--- config.mk ---
export PLATFORM = sky130hd
export DESIGN_NAME = verify_watch
export DESIGN_NICKNAME = d
export VERILOG_FILES = /design/src/rtl/verify_watch_pkg.sv /design/src/rtl/vw_sync.sv /design/src/rtl/vw_edge.sv /design/src/rtl/vw_addr_ctr.sv /design/src/rtl/vw_verdict_latch.sv /design/src/rtl/verify_watch.sv
export SDC_FILE = /design/constraint.sdc
export NUM_CORES = 1
export LEC_CHECK = 0
export BUFFER_PORTS_ARGS = -buffer_cell sky130_fd_sc_hd__buf_2
export CORE_UTILIZATION = 40
export CTS_CLUSTER_SIZE = 12
export DETAILED_ROUTE_END_ITERATION = 8
export GPL_TIMING_DRIVEN = 0
export HOLD_SLACK_MARGIN = 0.03
export PLACE_DENSITY = 0.7
export SETUP_SLACK_MARGIN = 0.5
export SYNTH_ARGS = -nofsm -noshare
export SYNTH_HDL_FRONTEND = slang
export SYNTH_SLANG_ARGS = --single-unit
--- constraint.sdc ---
create_clock -name clk -period 2.28 [get_ports clk]
set_input_delay 0.342 -clock clk [delete_from_list [all_inputs] [get_ports clk]]
set_output_delay 0.342 -clock clk [all_outputs]
set_load 0.005 [all_outputs]
--- src/rtl/verify_watch_pkg.sv ---
package verify_watch_pkg;

    typedef enum logic [1:0] {
        VW_IDLE = 2'd0,
        VW_RUN  = 2'd1,
        VW_DONE = 2'd2
    } vw_state_e;

    // bit positions inside the synchronised input vector
    localparam int unsigned IN_STROBE = 0;
    localparam int unsigned IN_VERDICT = 1;
    localparam int unsigned IN_PROG = 2;
    localparam int unsigned IN_DEVRST = 3;
    localparam int unsigned IN_COUNT = 4;

    // values the inputs are assumed to hold while nothing happens
    localparam logic [IN_COUNT-1:0] IN_IDLE_LEVELS = 4'b1110;

endpackage

--- src/rtl/vw_sync.sv ---
module vw_sync #(
    parameter int unsigned WIDTH = 4,
    parameter int unsigned STAGES = 2,
    parameter logic [WIDTH-1:0] RST_VAL = '0
) (
    input  logic             clk,
    input  logic             rst_n,
    input  logic [WIDTH-1:0] async_in,
    output logic [WIDTH-1:0] sync_out
);

    logic [WIDTH-1:0] chain [STAGES];

    genvar g;
    generate
        for (g = 0; g < STAGES; g++) begin : g_stage
            if (g == 0) begin : g_first
                always_ff @(posedge clk or negedge rst_n) begin
                    if (!rst_n) chain[g] <= RST_VAL;
                    else        chain[g] <= async_in;
                end
            end else begin : g_next
                always_ff @(posedge clk or negedge rst_n) begin
                    if (!rst_n) chain[g] <= RST_VAL;
                    else        chain[g] <= chain[g-1];
                end
            end
        end
    endgenerate

    assign sync_out = chain[STAGES-1];

endmodule

--- src/rtl/vw_edge.sv ---
module vw_edge #(
    parameter int unsigned WIDTH = 4,
    parameter logic [WIDTH-1:0] RST_VAL = '0
) (
    input  logic             clk,
    input  logic             rst_n,
    input  logic [WIDTH-1:0] level,
    output logic [WIDTH-1:0] rise,
    output logic [WIDTH-1:0] fall
);

    logic [WIDTH-1:0] prev;

    always_ff @(posedge clk or negedge rst_n) begin
        if (!rst_n) prev <= RST_VAL;
        else        prev <= level;
    end

    assign rise = level & ~prev;
    assign fall = ~level & prev;

endmodule

--- src/rtl/vw_addr_ctr.sv ---
module vw_addr_ctr #(
    parameter int unsigned ADDR_W = 14
) (
    input  logic              clk,
    input  logic              rst_n,
    input  logic              clr,
    input  logic              step,
    output logic [ADDR_W-1:0] addr,
    output logic              carry
);

    localparam logic [ADDR_W-1:0] TOP = '1;

    assign carry = step && (addr == TOP);

    always_ff @(posedge clk or negedge rst_n) begin
        if (!rst_n)    addr <= '0;
        else if (clr)  addr <= '0;
        else if (step) addr <= addr + 1'b1;
    end

    AST_ADDR_STEP: assert property (@(posedge clk) disable iff (!rst_n)
        (step && !clr) |=> (addr == ADDR_W'($past(addr) + 1'b1)))
        else $error("counter did not step by one");

    AST_CARRY_WRAP: assert property (@(posedge clk) disable iff (!rst_n)
        (carry && !clr) |=> (addr == '0))
        else $error("carry without wrap to zero");

endmodule

--- src/rtl/vw_verdict_latch.sv ---
module vw_verdict_latch (
    input  logic clk,
    input  logic rst_n,
    input  logic clr,
    input  logic sample,
    input  logic level,
    output logic fail
);

    always_ff @(posedge clk or negedge rst_n) begin
        if (!rst_n)                 fail <= 1'b0;
        else if (clr)               fail <= 1'b0;
        else if (sample && !level)  fail <= 1'b1;
    end

    AST_FAIL_STICKY: assert property (@(posedge clk) disable iff (!rst_n)
        (fail && !clr) |=> fail)
        else $error("fail flag dropped without clear");

    AST_FAIL_CAUSE: assert property (@(posedge clk) disable iff (!rst_n)
        $rose(fail) |-> $past(sample && !level))
        else $error("fail flag set outside a sample point");

endmodule

--- src/rtl/verify_watch.sv ---
module verify_watch
    import verify_watch_pkg::*;
#(
    parameter int unsigned ADDR_W = 14,
    parameter int unsigned SYNC_STAGES = 2
) (
    input  logic              clk,
    input  logic              rst_n,
    input  logic              dev_rst,
    input  logic              addr_strobe,
    input  logic              verdict,
    input  logic              prog_strobe_n,
    output logic [ADDR_W-1:0] mem_addr,
    output logic              mem_cs_n,
    output logic              mem_oe_n,
    output logic              run_done,
    output logic              final_pass
);

    vw_state_e state, state_nx;

    logic [IN_COUNT-1:0] raw_in, sync_in, rise_in, fall_in;
    logic dev_s, step, sample, carry, fail;
    logic prog_end;

    assign raw_in[IN_STROBE]  = addr_strobe;
    assign raw_in[IN_VERDICT] = verdict;
    assign raw_in[IN_PROG]    = prog_strobe_n;
    assign raw_in[IN_DEVRST]  = dev_rst;

    vw_sync #(
        .WIDTH  (IN_COUNT),
        .STAGES (SYNC_STAGES),
        .RST_VAL(IN_IDLE_LEVELS)
    ) u_sync (
        .clk     (clk),
        .rst_n   (rst_n),
        .async_in(raw_in),
        .sync_out(sync_in)
    );

    vw_edge #(
        .WIDTH  (IN_COUNT),
        .RST_VAL(IN_IDLE_LEVELS)
    ) u_edge (
        .clk  (clk),
        .rst_n(rst_n),
        .level(sync_in),
        .rise (rise_in),
        .fall (fall_in)
    );

    assign dev_s    = sync_in[IN_DEVRST];
    assign step     = (state == VW_RUN) && !dev_s && rise_in[IN_STROBE];
    assign sample   = (state == VW_RUN) && !dev_s && fall_in[IN_STROBE];
    assign prog_end = fall_in[IN_PROG];

    vw_addr_ctr #(
        .ADDR_W(ADDR_W)
    ) u_ctr (
        .clk  (clk),
        .rst_n(rst_n),
        .clr  (dev_s),
        .step (step),
        .addr (mem_addr),
        .carry(carry)
    );

    vw_verdict_latch u_latch (
        .clk   (clk),
        .rst_n (rst_n),
        .clr   (dev_s),
        .sample(sample),
        .level (sync_in[IN_VERDICT]),
        .fail  (fail)
    );

    // state register
    always_ff @(posedge clk or negedge rst_n) begin
        if (!rst_n) state <= VW_IDLE;
        else        state <= state_nx;
    end

    // transitions: release, carry end, strobe end, device reset
    always_comb begin
        state_nx = state;
        if (dev_s) begin
            state_nx = VW_IDLE;
        end else begin
            unique case (state)
                VW_IDLE: state_nx = VW_RUN;
                VW_RUN:  if (carry || prog_end) state_nx = VW_DONE;
                VW_DONE: state_nx = VW_DONE;
                default: state_nx = VW_IDLE;
            endcase
        end
    end

    // outputs
    always_comb begin
        mem_cs_n   = 1'b1;
        mem_oe_n   = 1'b1;
        run_done   = 1'b0;
        final_pass = 1'b0;
        unique case (state)
            VW_IDLE: ;
            VW_RUN: begin
                mem_cs_n = 1'b0;
                mem_oe_n = 1'b0;
            end
            VW_DONE: begin
                run_done   = 1'b1;
                final_pass = !fail;
            end
            default: ;
        endcase
    end

    AST_DEVRST_CLEAR: assert property (@(posedge clk) disable iff (!rst_n)
        dev_s |=> (mem_addr == '0 && !run_done && mem_cs_n))
        else $error("device reset did not clear the monitor");

    AST_DONE_HOLD: assert property (@(posedge clk) disable iff (!rst_n)
        (run_done && !dev_s) |=> run_done)
        else $error("done dropped without device reset");

    AST_ADDR_FROZEN: assert property (@(posedge clk) disable iff (!rst_n)
        (run_done && !dev_s) |=> $stable(mem_addr))
        else $error("address moved after done");

    AST_RESULT_STABLE: assert property (@(posedge clk) disable iff (!rst_n)
        (run_done && !dev_s) |=> $stable(final_pass))
        else $error("final result changed after done");

    AST_RUN_ON_RELEASE: assert property (@(posedge clk) disable iff (!rst_n)
        (state == VW_IDLE && !dev_s) |=> (!mem_cs_n && mem_addr == '0))
        else $error("release did not start the run at zero");

endmodule

# [Yosys cells after proc, flatten, opt, wreduce, memory -nomap -nowiden]
# Cells that the tools add are included.
[word_totals] regBits=28 latch_bits=0 mem_bits_rw=0 romBits=0 input_bits=6 output_inout_bits=18 elab_cells=37 n_memories=0
[op_classes] add_sub_neg=1 n_mul=0 div=0 order_cmp=0 eq_ne=4 shifts=0 n_mux=10 n_bitwise=4 reduce_logical=12
[op_table] op="$mux 14" n=2
[op_table] op="$add 14x1->14 const B" n=1
[op_table] op="$eq 14x14->1 const B" n=1
[op_table] op="$pmux 2 s3" n=1
[op_table] op="$logic_and 1x1->1" n=5
[op_table] op="$mux 1" n=5
[op_table] op="$mux 2" n=2
[op_table] op="$reduce_bool 2->1" n=2
[op_table] op="$and 3x3->3" n=1
[op_table] op="$logic_not 1->1" n=3
[op_table] op="$ne 3x1->1 const B" n=1
[op_table] op="$not 3->3" n=1
[op_table] op="$eq 2x1->1 const B" n=1
[op_table] op="$eq 2x2->1 const B" n=1
[op_table] op="$logic_not 2->1" n=1
[op_table] op="$and 1x1->1" n=1
[op_table] op="$logic_or 1x1->1" n=1
[op_table] op="$not 1->1" n=1

# [Longest topological paths before layout]
# Gate-level depths: netlist (run 1).
[logic_depth] ltp_word=8 ltp_mapped=6 ltp_nobuf=6

# [Modules after synthesis]
# Synthesis (run 1) repeated with hierarchy kept, for this count alone.
[unflattened] cells_unflattened=118 area_unflattened_um2=1372.6
[by_module_without_submodules] module="vw_addr_ctr" n_inst=1 cells_each=71 area_per_inst_um2=725.7 seq_area_each_um2=350.3
[by_module_without_submodules] module="vw_sync" n_inst=1 cells_each=12 area_per_inst_um2=237.7 seq_area_each_um2=207.7
[by_module_without_submodules] module="verify_watch" n_inst=1 cells_each=19 area_per_inst_um2=191.4 seq_area_each_um2=50.0
[by_module_without_submodules] module="vw_edge" n_inst=1 cells_each=12 area_per_inst_um2=173.9 seq_area_each_um2=103.8
[by_module_without_submodules] module="vw_verdict_latch" n_inst=1 cells_each=4 area_per_inst_um2=43.8 seq_area_each_um2=25.0

# [Worst setup path before layout (run 1)]
# OpenSTA, ideal clock, no wires.
[synth_path] path_kind="flip-flop to flip-flop" startpoint="register state[1]" endpoint="register u_ctr.addr[9]" setup_time_ns=0.125 arrival_time_ns=1.498 required_ns=2.155 slack_ns=0.656 stages_incl_launch_ff=7 n_path_buf=0 synth_period_minus_slack_ns=1.624 path_cell_list="dfrtp_1 > inv_1 > ha_1 > nand4bb_4 > or4_4 > nand3b_1 > o21ai_1"
[synth_between] elab_chain_cells=4
[synth_rtl] item="start: declaration" line="verify_watch.sv:20" source="vw_state_e state, state_nx;"
[synth_rtl] item="start signal: assignment" line="verify_watch.sv:81" source="else state <= state_nx;"
[synth_rtl] item="$eq 2x1->1" line="verify_watch.sv:54" source="assign step = (state == VW_RUN) && !dev_s && rise_in[IN_STROBE];"
[synth_rtl] item="$logic_and 1x1->1 (2 in a row)" line="verify_watch.sv:54"
[synth_rtl] item="$reduce_bool 2->1 (no line)"
[synth_rtl] item="end signal: assignment" line="vw_addr_ctr.sv:19" source="else if (step) addr <= addr + 1'b1;"
[synth_rtl] item="end: declaration" line="vw_addr_ctr.sv:8" source="output logic [ADDR_W-1:0] addr,"
# No other way between the ends.
# A chain may end at the register's enable or synchronous reset.

# [Final worst setup path (run 1)]
[layout_path] startpoint="register state[1]" endpoint="output port mem_oe_n"
[layout_between] elab_chain_cells=2
[layout_rtl] item="$eq 2x1->1" line="verify_watch.sv:105" source="unique case (state)"
[layout_rtl] item="$mux 1" line="verify_watch.sv:105"
[layout_rtl] item="end: declaration" line="verify_watch.sv:15" source="output logic mem_oe_n,"
# No other way between the ends.

==> results.json, run 1 <==
{
  "numPortBuffers": 23,
  "flow.area_growth_from_synthesis_pct": 20.1,
  "num_vias": 879,
  "standard_cell_rows": 19,
  "layout_commonest_cell": "buf_2",
  "finalSetupViolations": 0,
  "grt-ovfl-total": 0,
  "syn_area_um2": 1210,
  "combinationalPowerShare": 0.233,
  "holdCritPathClass": "in -> reg",
  "p_int_w": 0.000703,
  "netlist.top_cell.by_area": "dfrtp_1",
  "violations": "design-rule violations",
  "setup_tns_ps": 0,
  "synthTopCellsByArea": "dfrtp_1 (41%), dfstp_2 (15%), xnor2_1 (5.1%), ha_1 (4.1%), mux2i_1 (4.1%)",
  "fin_nets": 143,
  "ys_seq_elements": 27,
  "timing_worst_slew_pin_value_ps": 578,
  "finalHoldViolCount": 0,
  "post_syn_area_per_cell_um2": 11.8,
  "synth.lib_cells_used.distinct": 30,
  "cts_htree_levels": 1,
  "worstPathArrival_ps": 1340,
  "run_status": "complete, but fails checks",
  "placed_cells": 156,
  "clock_power_share": 0.225,
  "finalWorstSetupSlack_ps": 597,
  "drt.antenna.violating_nets": 0,
  "power.net_switching_w": 0.000291,
  "skew_ps": 16.1,
  "report.final.slew_viol_count": 0,
  "timing.max_cap.violations": 0,
  "cts_buffers": 3,
  "grt_first_pass_wirelength_um": 3800,
  "grt_use_total": 0.155,
  "classification_of_the_worst_setup_path": "reg -> out",
  "antenna_found_initial": 0,
  "grt_max_degree": 28,
  "fin_cells": 163,
  "vias_per_cell": 5.39,
  "final.period_utilization": 0.738,
  "vdd_drop_max_mv": 0.375,
  "highest_attainable_clock_frequency_mhz": 594,
  "clock_sinks": 27,
  "power.static_leakage_nw": 0.660,
  "critPathMaxFanout": 4,
  "power_density_nw_per_um2": 686,
  "routabilityCongestion": 0.794,
  "detailed_place_hpwl_um": 1620,
  "preCtsSetupSlack_ps": 471,
  "insertedDiodeCount": 0,
  "finalWorstPathRequiredPeriod_ps": 1680,
  "final.fill_count": 267,
  "floorplan.core_area_um2": 2810,
  "start_kind": "flop",
  "die_width_um": 56.9,
  "syn-num-nets": 112,
  "synth_seq_area_share": 0.567,
  "io_pins": 24,
  "drive_gt1_frac": 0.356,
  "first_global_vias": 814,
  "synth_top_cell_area_share": 0.415,
  "layout.cells.most_common_list": "buf_2 (23), dfrtp_1 (20), nor2_1 (12)",
  "drt_iter0_drc": 19,
  "die_area_um2": 3240,
  "cts_tree": "done",
  "holdWs_ps": 67.1,
  "seqPwrFrac": 0.541,
  "starting_density_of_the_core": 0.430,
  "cts_max_path_buffers": 2,
  "rsz0062_at_grt": "false",
  "total_iterations_of_the_first_detailed_routing_run": 6,
  "routed_wire_length_per_instance_um": 13.7,
  "critical_path.endpoint_type": "output pin",
  "power.share.switching": 0.293,
  "cts_root_buf": "clkbuf_4",
  "cp_data_required_time_ps": 1940,
  "worst_slew_margin_rel": 0.615,
  "path_clk_slew_ps": 160,
  "drt_wl_total_um": 2240,
  "drc_errors": 2,
  "synth_cells": 102,
  "synthesis.yosys.warnings": 0,
  "clk_latency_ps": 340,
  "fp.dieH_um": 56.9
}
[worst paths after layout]
path / startpoint / to / slack (ps) / depth (start not counted)
hold / removal: dev_rst / u_sync.chain[7]$_DFF_PN1_ / 70 / 1
hold reg to reg: u_sync.chain[5]$_DFF_PN1_ / u_sync.sync_out[1]$_DFF_PN1_ / 370 / 0
max in group asynchronous: rst_n / u_ctr.addr[7]$_DFFE_PN0P_ / 1370 / 2
setup / recovery: state[1]$_DFFE_PN0P_ / mem_oe_n / 600 / 5
min in group asynchronous: rst_n / u_ctr.addr[13]$_DFFE_PN0P_ / 510 / 2
setup reg to reg: u_ctr.addr[0]$_DFFE_PN0P_ / state[1]$_DFFE_PN0P_ / 620 / 6
[final cells by class]
| cell class | count | area [µm²] | share of cell area |
|---|---|---|---|
| clock buffers | 3 | 22.5 | 0.0155 |
| plain buffers | 3 | 22.5 | 0.0155 |
| well taps | 31 | 38.8 | 0.0268 |
| flip-flops and latches | 27 | 684 | 0.472 |
| repair buffers | 26 | 140 | 0.0967 |
| multi-input cells | 67 | 513 | 0.354 |
| inverters | 5 | 18.8 | 0.0130 |
| clock inverters | 1 | 8.76 | 0.00604 |
[sequential cells by signal, summed over array words and instances (netlist names)]
| register | count |
|---|---|
| u_sync.sync_out | 4 |
| u_latch.fail | 1 |
| state | 2 |
| u_edge.prev | 2 |
| u_ctr.addr | 14 |
| u_sync.chain | 4 |
[power by group through the flow]
stage          Clock [W]  Sequential, W  Combinational (W)
2_1_floorplan          0       0.000537           0.000134
3_3_place_gp           0       0.000539           0.000195
3_5_place_dp           0       0.000542           0.000201
4_1_cts         0.000232       0.000533           0.000205
5_1_grt         0.000258       0.000543           0.000259
6_report        0.000224       0.000538           0.000232
[Yosys cell counts]
cell,n
nor2_1,12
dfstp_2,7
a2111oi_2,1
ha_1,4
nand3b_1,1
dfrtp_1,20
nand3b_2,1
nor2b_1,1
buf_4,1
o21ai_1,1
clkbuf_1,1
nand3_1,3
xnor2_1,7
nand2b_1,4
nand4bb_4,1
nor4_1,3
o21ai_0,2
xor2_1,1
or4_4,1
a21oi_1,2
nor4_2,1
nand2_1,4
inv_1,5
buf_6,1
or3_1,2
nand4b_1,1
nor3_1,4
nor4b_1,1
nand4_1,4
mux2i_1,5
[stage by stage]
step / power [W] / util / area [µm²]
finish: 0.000994 / 0.517 / 1450
global route: 0.00106 / 0.517 / 1450
CTS: 0.000971 / 0.500 / 1400
detailed placement: 0.000743 / 0.485 / 1360
global placement: 0.000734 / 0.485 / 1360
floorplan: 0.000672 / - / 1210
[logic make-up (layout without fill, tap and decap cells)]
family,after synthesis,count (layout),synth area share
AOI/OAI and AO/OA,6,6,0.0332
muxes,5,5,0.0415
buffers and inverters,8,38,0.0342
adders and majority gates,4,4,0.0415
DFF,27,27,0.567
xor gates and xnor gates,8,8,0.0581
and+or+nand+nor,44,44,0.224
[layer usage]
metal  track usage  vias to the layer above  share of wire  wire, µm
met4        0.0732                        0          0.020        44
li1              -                      411              -         -
met1         0.192                      446           0.44       979
met2         0.257                       17           0.51      1140
met5             0                        -              0         0
met3        0.0323                        5          0.033        73
[worst max-delay path: stages (launching register included)]
cell     delay, ps
dfrtp_1        420
inv_2           90
ha_4           160
inv_1           80
buf_4          130
buf_2          110
[what timing repair did]
| action | CTS | global route |
|---|---|---|
| resized for setup | 1 | 5 |
| setup endpoints to repair | 4 | 9 |
| pin swaps | 1 | 1 |
| hold buffers | 1 | 0 |
| setup buffers | 0 | 2 |
| hold endpoints to repair | 20 | 0 |
No activity file was read; power rests on OpenSTA's default activity.
==> run 2, diff against run 1 <==
clock period = 1.7 ns   (was 2.28 ns; I/O delays follow)
==> run 2 against run 1 <==
Effect of this change: the flow still finishes with violations (design-rule violations); critical path type is now reg -> reg; critical endpoint is now u_ctr.addr[13]$_DFFE_PN0P_; flip-flop and latch count is the same; wire length up 33%; utilization is 17 points higher; clock-buffer cell count is the same; power rose by 59%; combinational power rose by 150%; sequential share of layout area fell by 11 points; register-to-register slack got worse by 430 ps; largest power group unchanged; largest cell class unchanged.
==> results.json, run 2 (synthesized netlist as in run 1, its figures left out) <==
{
  "run_status": "complete, but fails checks",
  "violations": "design-rule violations",
  "fin_cells": 192,
  "finalWorstPathRequiredPeriod_ps": 1510,
  "final.period_utilization": 0.891,
  "numPortBuffers": 23,
  "finalHoldViolCount": 0,
  "clock_sinks": 27,
  "report.final.slew_viol_count": 0,
  "vias_per_cell": 5.23,
  "cts_buffers": 3,
  "vdd_drop_max_mv": 0.570,
  "min_to": "u_sync.sync_out[3]$_DFF_PN1_",
  "cts_tree": "done",
  "setup_tns_ps": 0,
  "depth_of_the_worst_register_to_register_path": 7,
  "first_global_vias": 973,
  "highest_attainable_clock_frequency_mhz": 660,
  "critPathMaxFanout": 3,
  "fin_nets": 172,
  "finalSetupViolations": 0,
  "num_vias": 1004,
  "drc_errors": 4,
  "total_iterations_of_the_first_detailed_routing_run": 6,
  "cts_root_buf": "clkbuf_4",
  "classification_of_the_worst_setup_path": "reg -> reg",
  "antenna_found_initial": 0,
  "layout.cells.most_common_list": "buf_4 (19), buf_2 (18), buf_6 (13)",
  "insertedDiodeCount": 0,
  "worst_slew_margin_rel": 0.598,
  "finalInstanceArea_um2": 1930,
  "power_w": 0.00158,
  "post_dp_cell_area_um2": 1400,
  "io_pins": 24,
  "cts_htree_levels": 1,
  "r2r_slack_ps": 190,
  "clk_latency_ps": 320,
  "critical_path.reg2reg.endpoint": "u_ctr.addr[13]$_DFFE_PN0P_",
  "fp.dieH_um": 56.9,
  "largest_register": "u_ctr.addr",
  "grt_first_pass_wirelength_um": 4490,
  "cts_max_path_buffers": 2,
  "standard_cell_rows": 19,
  "timing.max_cap.violations": 0,
  "min-delay-start": "u_sync.chain[7]$_DFF_PN1_",
  "layout_commonest_cell": "buf_4",
  "start_kind": "flop",
  "worstReg2RegStart": "state[1]$_DFFE_PN0P_",
  "grt-ovfl-total": 0,
  "die_area_um2": 3240,
  "power.static_leakage_nw": 0.922,
  "critical_path.endpoint_type": "flop",
  "holdCritPathClass": "reg -> reg",
  "power_density_nw_per_um2": 818,
  "drt.antenna.violating_nets": 0,
  "drt_wl_total_um": 2970,
  "cp_data_required_time_ps": 1920,
  "skew_ps": 10.7,
  "largest_register_ff_count": 14,
  "floorplan.core_area_um2": 2810,
  "starting_density_of_the_core": 0.430,
  "grt_use_total": 0.182,
  "die_width_um": 56.9,
  "grt_max_degree": 28,
  "drive_gt1_frac": 0.602,
  "worstHoldPathCells": 0,
  "routed_wire_length_per_instance_um": 15.5,
  "placed_cells": 156,
  "timing_worst_slew_pin_value_ps": 604,
  "flow.area_growth_from_synthesis_pct": 60.0,
  "path_clk_slew_ps": 140,
  "rsz0062_at_grt": "true",
  "drt_iter0_drc": 38,
  "worstPathArrival_ps": 1730,
  "detailed_place_hpwl_um": 1540,
  "routabilityCongestion": 0.726
}
==> run 2: cell types whose count changed in the layout (fill, tap and decap cells not counted), sizes merged <==
cell         change
dlygate4sd3      +4
buf             +25
clkinv           +1
inv              -1
==> run 2: worst max-delay path by stage <==
stage / startpoint / end / slack, ps / cells after the start
floorplan: state[1]$_DFFE_PN0P_ / u_ctr.addr[13]$_DFFE_PN0P_ / 260 / 6
global placement: u_ctr.addr[0]$_DFFE_PN0P_ / state[1]$_DFFE_PN0P_ / 120 / 5
detailed placement: u_ctr.addr[0]$_DFFE_PN0P_ / state[0]$_DFFE_PN0P_ / 100 / 5
CTS: u_ctr.addr[1]$_DFFE_PN0P_ / state[0]$_DFFE_PN0P_ / 170 / 6
global route: state[1]$_DFFE_PN0P_ / u_ctr.addr[7]$_DFFE_PN0P_ / 70 / 7
finish: state[1]$_DFFE_PN0P_ / u_ctr.addr[13]$_DFFE_PN0P_ / 190 / 7
==> run 2: metrics by stage <==
stage / worst slack [ps] / utilization / hold WS, ps
after floorplan: 260 / - / -40.6
after global placement: 122 / 0.498 / 282
after detailed placement: 104 / 0.498 / 291
after CTS: 174 / 0.609 / 368
after global routing: 73.8 / 0.688 / 372
final: 185 / 0.688 / 367
==> run 2: area by class of cell <==
type,instances,area (µm²)
flip-flops and latches,27,696
repair buffers,55,442
multi-input cells,67,677
clock inverters,1,5.00
well taps,31,38.8
inverters,5,21.3
fillers,195,876
clock buffers,3,22.5
plain buffers,3,27.5
==> run 2: critical path: stages, from the launching register on <==
cell and delay (ps):
dfrtp_1 420, inv_2 80, ha_4 170, nand4bb_4 160
buf_6 160, nor4_4 160, nand3_1 140, mux2i_1 140
==> run 2: what timing repair did <==
action	in CTS	in global routing
setup buffers	13	14
gates resized for setup	25	26
setup endpoints to repair	22	34
endpoints found under the hold margin	24	0
hold buffers	5	0
pin swaps	8	12
==> run 2: per-layer routing <==
metal  wire length [µm]  share of wire  vias up  track usage
met5                  0              0        -            0
met4                 23         0.0077        0       0.0662
met3                118          0.040        2       0.0392
met2               1510           0.51       27        0.326
met1               1320           0.44      502        0.215
li1                   -              -      473            -
==> run 2: report_power, final <==
group | switching [W] | total (W) | internal (W) | leakage [nW]
logic | 0.000250 | 0.000571 | 0.000321 | 0.575
clock network | 0.000194 | 0.000282 | 0.0000881 | 0.0177
registers | 0.0000353 | 0.000725 | 0.000689 | 0.329
